**src/rtl/ret_stack_pkg.sv**
```systemverilog
package ret_stack_pkg;

    localparam int unsigned INSTR_W = 16;

    // upper fifteen bits of the return opcode; bit 0 is the fast flag
    localparam logic [INSTR_W-2:0] RET_OPCODE = 15'h0009;

    typedef enum logic [1:0] {
        ST_IDLE  = 2'd0,
        ST_DEFER = 2'd1,
        ST_FLUSH = 2'd2
    } rs_state_e;

    function automatic logic is_return(input logic [INSTR_W-1:0] word);
        return word[INSTR_W-1:1] == RET_OPCODE;
    endfunction

endpackage

```
**src/rtl/rs_lifo.sv**
```systemverilog
module rs_lifo #(
    parameter int DEPTH  = 31,
    parameter int ADDR_W = 21,
    parameter int PTR_W  = 5
) (
    input  logic              clk,
    input  logic              rst_n,
    input  logic              push_en,
    input  logic [ADDR_W-1:0] push_data,
    input  logic              pop_en,
    output logic [ADDR_W-1:0] pop_data,
    output logic [PTR_W-1:0]  ptr,
    output logic              underflow
);

    localparam logic [PTR_W-1:0] FULL_CNT = PTR_W'(DEPTH);

    logic [ADDR_W-1:0] mem [DEPTH];
    logic [PTR_W-1:0]  top_idx;
    logic              can_push;
    logic              empty;

    assign top_idx  = ptr - 1'b1;
    assign can_push = push_en && (ptr != FULL_CNT);
    assign empty    = (ptr == '0);

    always_ff @(posedge clk) begin
        if (can_push) begin
            mem[ptr] <= push_data;
        end
    end

    always_ff @(posedge clk or negedge rst_n) begin
        if (!rst_n) begin
            ptr       <= '0;
            underflow <= 1'b0;
            pop_data  <= '0;
        end else if (can_push) begin
            ptr <= ptr + 1'b1;
        end else if (pop_en && !push_en) begin
            if (empty) begin
                underflow <= 1'b1;
                pop_data  <= '0;
            end else begin
                pop_data <= mem[top_idx];
                ptr      <= top_idx;
            end
        end
    end

endmodule

```
**src/rtl/rs_shadow.sv**
```systemverilog
module rs_shadow #(
    parameter int DATA_W = 8,
    parameter int NREG   = 3
) (
    input  logic                         clk,
    input  logic                         rst_n,
    input  logic                         cap_en,
    input  logic [NREG-1:0][DATA_W-1:0]  arch_in,
    input  logic                         snap_en,
    output logic [NREG-1:0][DATA_W-1:0]  snap_out
);

    logic [NREG-1:0][DATA_W-1:0] shadow_q;

    for (genvar g = 0; g < NREG; g++) begin : g_reg
        always_ff @(posedge clk or negedge rst_n) begin
            if (!rst_n) begin
                shadow_q[g] <= '0;
                snap_out[g] <= '0;
            end else begin
                if (cap_en) begin
                    shadow_q[g] <= arch_in[g];
                end
                if (snap_en) begin
                    snap_out[g] <= shadow_q[g];
                end
            end
        end
    end

endmodule

```
**src/rtl/rs_ctrl.sv**
```systemverilog
module rs_ctrl
    import ret_stack_pkg::*;
(
    input  logic               clk,
    input  logic               rst_n,
    input  logic               instr_valid,
    input  logic [INSTR_W-1:0] instr_word,
    input  logic               push_req,
    output logic               do_push,
    output logic               do_pop,
    output rs_state_e          state,
    output logic               fast_q
);

    rs_state_e state_nx;
    logic      ret_hit;

    assign ret_hit = instr_valid && is_return(instr_word) && (state == ST_IDLE);

    always_ff @(posedge clk or negedge rst_n) begin
        if (!rst_n) begin
            state  <= ST_IDLE;
            fast_q <= 1'b0;
        end else begin
            state <= state_nx;
            if (ret_hit) begin
                fast_q <= instr_word[0];
            end
        end
    end

    always_comb begin
        state_nx = state;
        do_push  = push_req;
        do_pop   = 1'b0;
        unique case (state)
            ST_IDLE: begin
                if (ret_hit) begin
                    if (push_req) begin
                        state_nx = ST_DEFER;
                    end else begin
                        do_pop   = 1'b1;
                        state_nx = ST_FLUSH;
                    end
                end
            end
            ST_DEFER: begin
                if (!push_req) begin
                    do_pop   = 1'b1;
                    state_nx = ST_FLUSH;
                end
            end
            ST_FLUSH: begin
                state_nx = ST_IDLE;
            end
            default: begin
                state_nx = ST_IDLE;
                do_push  = 1'b0;
            end
        endcase
    end

endmodule

```
**src/rtl/ret_stack_unit.sv**
```systemverilog
module ret_stack_unit
    import ret_stack_pkg::*;
#(
    parameter  int DEPTH  = 31,
    parameter  int ADDR_W = 21,
    parameter  int DATA_W = 8,
    localparam int PTR_W  = $clog2(DEPTH + 1)
) (
    input  logic               clk,
    input  logic               rst_n,
    input  logic               instr_valid,
    input  logic [INSTR_W-1:0] instr_word,
    input  logic               push_req,
    input  logic [ADDR_W-1:0]  push_addr,
    input  logic               shadow_cap,
    input  logic [DATA_W-1:0]  w_in,
    input  logic [DATA_W-1:0]  status_in,
    input  logic [DATA_W-1:0]  bsr_in,
    output logic               pc_load,
    output logic [ADDR_W-1:0]  pc_value,
    output logic               restore_we,
    output logic [DATA_W-1:0]  w_out,
    output logic [DATA_W-1:0]  status_out,
    output logic [DATA_W-1:0]  bsr_out,
    output logic               busy,
    output logic [PTR_W-1:0]   stack_ptr,
    output logic               underflow
);

    localparam int NSHADOW = 3;

    rs_state_e                      state;
    logic                           do_push;
    logic                           do_pop;
    logic                           fast_q;
    logic [NSHADOW-1:0][DATA_W-1:0] arch_bus;
    logic [NSHADOW-1:0][DATA_W-1:0] snap_bus;

    rs_ctrl u_ctrl (
        .clk         (clk),
        .rst_n       (rst_n),
        .instr_valid (instr_valid),
        .instr_word  (instr_word),
        .push_req    (push_req),
        .do_push     (do_push),
        .do_pop      (do_pop),
        .state       (state),
        .fast_q      (fast_q)
    );

    rs_lifo #(
        .DEPTH  (DEPTH),
        .ADDR_W (ADDR_W),
        .PTR_W  (PTR_W)
    ) u_lifo (
        .clk       (clk),
        .rst_n     (rst_n),
        .push_en   (do_push),
        .push_data (push_addr),
        .pop_en    (do_pop),
        .pop_data  (pc_value),
        .ptr       (stack_ptr),
        .underflow (underflow)
    );

    assign arch_bus = {bsr_in, status_in, w_in};

    rs_shadow #(
        .DATA_W (DATA_W),
        .NREG   (NSHADOW)
    ) u_shadow (
        .clk      (clk),
        .rst_n    (rst_n),
        .cap_en   (shadow_cap),
        .arch_in  (arch_bus),
        .snap_en  (do_pop),
        .snap_out (snap_bus)
    );

    assign w_out      = snap_bus[0];
    assign status_out = snap_bus[1];
    assign bsr_out    = snap_bus[2];

    assign pc_load    = (state == ST_FLUSH);
    assign restore_we = pc_load && fast_q;
    assign busy       = (state != ST_IDLE);

endmodule

```
**config.mk**
```make
export PLATFORM = sky130hd
export DESIGN_NAME = ret_stack_unit
export DESIGN_NICKNAME = d
export VERILOG_FILES = /design/src/rtl/ret_stack_pkg.sv /design/src/rtl/rs_lifo.sv /design/src/rtl/rs_shadow.sv /design/src/rtl/rs_ctrl.sv /design/src/rtl/ret_stack_unit.sv
export SDC_FILE = /design/constraint.sdc
export NUM_CORES = 1
export LEC_CHECK = 0
export ABC_AREA = 1
export ABC_CLOCK_PERIOD_IN_PS = 2700
export BUFFER_PORTS_ARGS = -buffer_cell sky130_fd_sc_hd__buf_2
export CELL_PAD_IN_SITES_DETAIL_PLACEMENT = 1
export CELL_PAD_IN_SITES_GLOBAL_PLACEMENT = 2
export CORE_AREA = 4 4 284 286
export CTS_CLUSTER_DIAMETER = 120
export DETAILED_ROUTE_END_ITERATION = 12
export DIE_AREA = 0 0 288 290
export HOLD_SLACK_MARGIN = 0.08
export MAX_ROUTING_LAYER = met4
export PLACE_DENSITY = 0.85
export SLEW_MARGIN = 20
export SYNTH_ARGS = -nofsm -noshare
export SYNTH_HDL_FRONTEND = slang
export SYNTH_SLANG_ARGS = --single-unit
```
**constraint.sdc**
```tcl
create_clock -name clk -period 2.7 [get_ports clk]
set_input_delay 0.54 -clock clk [delete_from_list [all_inputs] [get_ports clk]]
set_output_delay 0.54 -clock clk [all_outputs]
set_load 0.005 [all_outputs]
```
==> results.yml <==
clocking:
  clkTransAtPathRegs_ns: 0.06
  cts_made_buffers: 76
  clkLatencyLatePin_ns: 0.63
  cts_tree: "done"
  cts_setup_buffers: 0
  cts.root.buffer_cell: "clkbuf_16"
  cts.sinks: 729
  clockBufferDepth: 3
  htreeDepth: 3
worst_setup_path:
  cp-end-kind: "flip-flop"
  slowest_delay_ns: 0.54
  crit_path_top_delay_cell: "dfrtp_4"
  crit_type: "reg2reg"
  crit_arrival_ns: 2.85
  cp.required_ns: 3.00
  crit_fanout: 13
  startpoint_type: "flip-flop"
  path_cells: "ha_1, nand2_1, nor2_1, ha_1, nor2_2, nand2_2, nor2_2, buf_4"
sta:
  skew_ns: 0.0208
  rsz0062_at_grt: "yes"
  hold_viol_final: 0
  relSlewSlack_pct: 30.8
  drv_slew: 0
  min_period_ns: 2.55
  min_period_over_period_pct: 94.5
  max_freq_mhz: 392
  max_slew.worst_pin.slew_ns: 1.04
  setup_viol: 0
  fin_hold_ws_ns: 0.134
finish:
  layout-drive-gt1-share_pct: 14.5
  syn2layout_area_growth_pct: 15.8
  fillers: 8435
  seqCellArea_sq_um: 21500
  final_common_cell: "nand2_1"
  nets: 2737
  multi_input_comb_area_sq_um: 7070
  layout_common_cells: "nand2_1, edfxtp_1, nand3_1"
pwr:
  irDropWorstVdd_uv: 874
  total_power_w: 0.0334
  leakage_nw: 12.9
  power_density_nw_per_um2: 976
logic_synthesis:
  synth_area_leader_cell: "edfxtp_1"
  ys_types: 28
  synthesis.area_sq_um: 29500
  synth_nets: 2595
  syn_inst: 2523
  synth_area_per_cell_sq_um: 11.7
  synth_area_leaders: "edfxtp_1, nand2_1, nand3_1"
  synth_seq_cells: 729
  netlist.area_leader.share_pct: 66.2
  ys_seq_area_share_pct: 72.8
  ys_warn_count: 0
global_routing:
  antenna_found_initial: 4
  first_global_vias: 21500
  grt_use_total_pct: 21.9
  grt_max_degree: 212
  grt-ovfl-total: 0
  grt_pass1_wl_um: 135000
drt:
  drc_errors: 0
  wl_um: 89700
  wl_per_cell_um: 23.7
  firstDrtPassIters: 7
  vias_per_cell: 5.38
  vias: 20300
  antenna_left: 0
  drt_iter0_drc: 1861
floorplan:
  fp.dieW_um: 288
  core_sq_um: 78400
  start_util_pct: 37.7
  io_pins: 120
  die-area_sq_um: 83500
  die_height_um: 290
  rows: 103
placed_design:
  dp_hpwl_um: 53500
  gp_congestion: 0.872
  port_buffers: 119
run:
  cap_violations: 0
status:
  status: "completed"
min_path:
  hold_class: "in2reg"
==> per-layer routing <==
layer  GRT usage, %  wire length, um  up-vias
li1               -                -     9076
met1           28.7            37700    10300
met2           35.1            43200      742
met3           3.48             5770      164
met4           7.52             2990        0
met5              -                0        -
==> registers in the layout (all words and copies together), names as in the netlist <==
| register | count |
|---|---|
| u_shadow.snap_out | 24 |
| u_lifo.ptr | 5 |
| u_lifo.underflow | 1 |
| u_lifo.mem | 651 |
| u_ctrl.fast_q | 1 |
| u_lifo.pop_data | 21 |
| u_shadow.shadow_q | 24 |
| u_ctrl.state | 2 |
==> cell usage after synthesis (all sizes together) <==
| cell | instances |
|---|---|
| nand2 | 834 |
| edfxtp | 651 |
| nand3 | 609 |
| buf | 132 |
| dfrtp | 78 |
| inv | 62 |
| o21ai | 50 |
| nor2 | 48 |
| clkbuf | 22 |
| or2 | 21 |
| ha | 6 |
| nand4 | 3 |
| nor3 | 2 |
| xor2 | 2 |
| and3 | 1 |
| mux2i | 1 |
| o21bai | 1 |
==> final timing paths <==
path | start | end | slack (ns) | cells past startpoint
worst max-delay path | u_lifo.ptr[0]$_DFFE_PN0P_ | u_lifo.mem[16][13]$_DFFE_PP_ | 0.15 | 8
worst min-delay path | instr_word[0] | u_ctrl.fast_q$_DFFE_PN0N_ | 0.13 | 3
worst max register to register | u_lifo.ptr[0]$_DFFE_PN0P_ | u_lifo.mem[16][13]$_DFFE_PP_ | 0.15 | 8
worst min register to register | u_lifo.pop_data[11]$_DFFE_PN0P_ | u_lifo.pop_data[11]$_DFFE_PN0P_ | 0.47 | 2
max in group asynchronous | rst_n | u_shadow.snap_out[0]$_DFFE_PN0P_ | 1.44 | 3
min in group asynchronous | rst_n | u_lifo.pop_data[8]$_DFFE_PN0P_ | 0.49 | 2
==> metrics by stage <==
step | util, % | std cells | instance area (sq um) | setup TNS (ns) | worst slack [ns]
2_1_floorplan | - | 2523 | 29500 | -54.66 | -0.0924
3_3_place_gp | 40.5 | 3635 | 31800 | 0 | 0.0551
3_5_place_dp | 40.6 | 3636 | 31800 | -1.09 | -0.0417
4_1_cts | 43.6 | 3776 | 34200 | -1.74 | -0.0505
5_1_grt | 43.6 | 3778 | 34200 | -0.241 | -0.0128
6_report | 43.6 | 3778 | 34200 | 0 | 0.148
==> power by group <==
part           internal, W  switching [W]  total, W
clock              0.00588        0.00434    0.0102
sequential          0.0128       0.000156    0.0130
combinational      0.00297        0.00719    0.0102
total               0.0217         0.0117    0.0334
==> kinds of logic (layout without fill, tap and decap cells) <==
kind of cell             Yosys count  count (layout)  synth area share (%)
AO/OA/AOI/OAI                     51              51                 0.873
XOR/XNOR                           2               2                0.0848
adder cells (fa/ha/maj)            6               6                 0.254
buffers and inverters            216             419                  3.75
flip-flops                       729             729                  72.8
multiplexers                       1               1                0.0339
other                              0               2                     0
AND/OR/NAND/NOR                 1518            1518                  22.2
==> critical path, delay by kind of cell (launching register included) <==
kind | cells | cell delay (ns)
simple gates | 5 | 0.92
buf+inv | 1 | 0.30
fa+ha+maj | 2 | 0.45
flops | 1 | 0.54
==> timing repair <==
| action | 4_1_cts | 5_1_grt |
|---|---|---|
| hold endpoints to repair | 34 | 0 |
| gates resized for setup | 0 | 5 |
| gates cloned | 0 | 0 |
| hold buffers | 1 | 0 |
| endpoints found under the setup margin | 63 | 469 |
==> cell type report <==
cell class | instances | share of cell area (%)
diodes | 2 | 0.0146
clock buffers | 108 | 6.34
clock inverters | 31 | 0.651
inverters | 62 | 0.717
multi-input cells | 1578 | 20.7
flip-flops and latches | 729 | 62.9
well taps | 1050 | 3.84
repair buffers | 218 | 4.87
(Power assumes the default switching activity.)
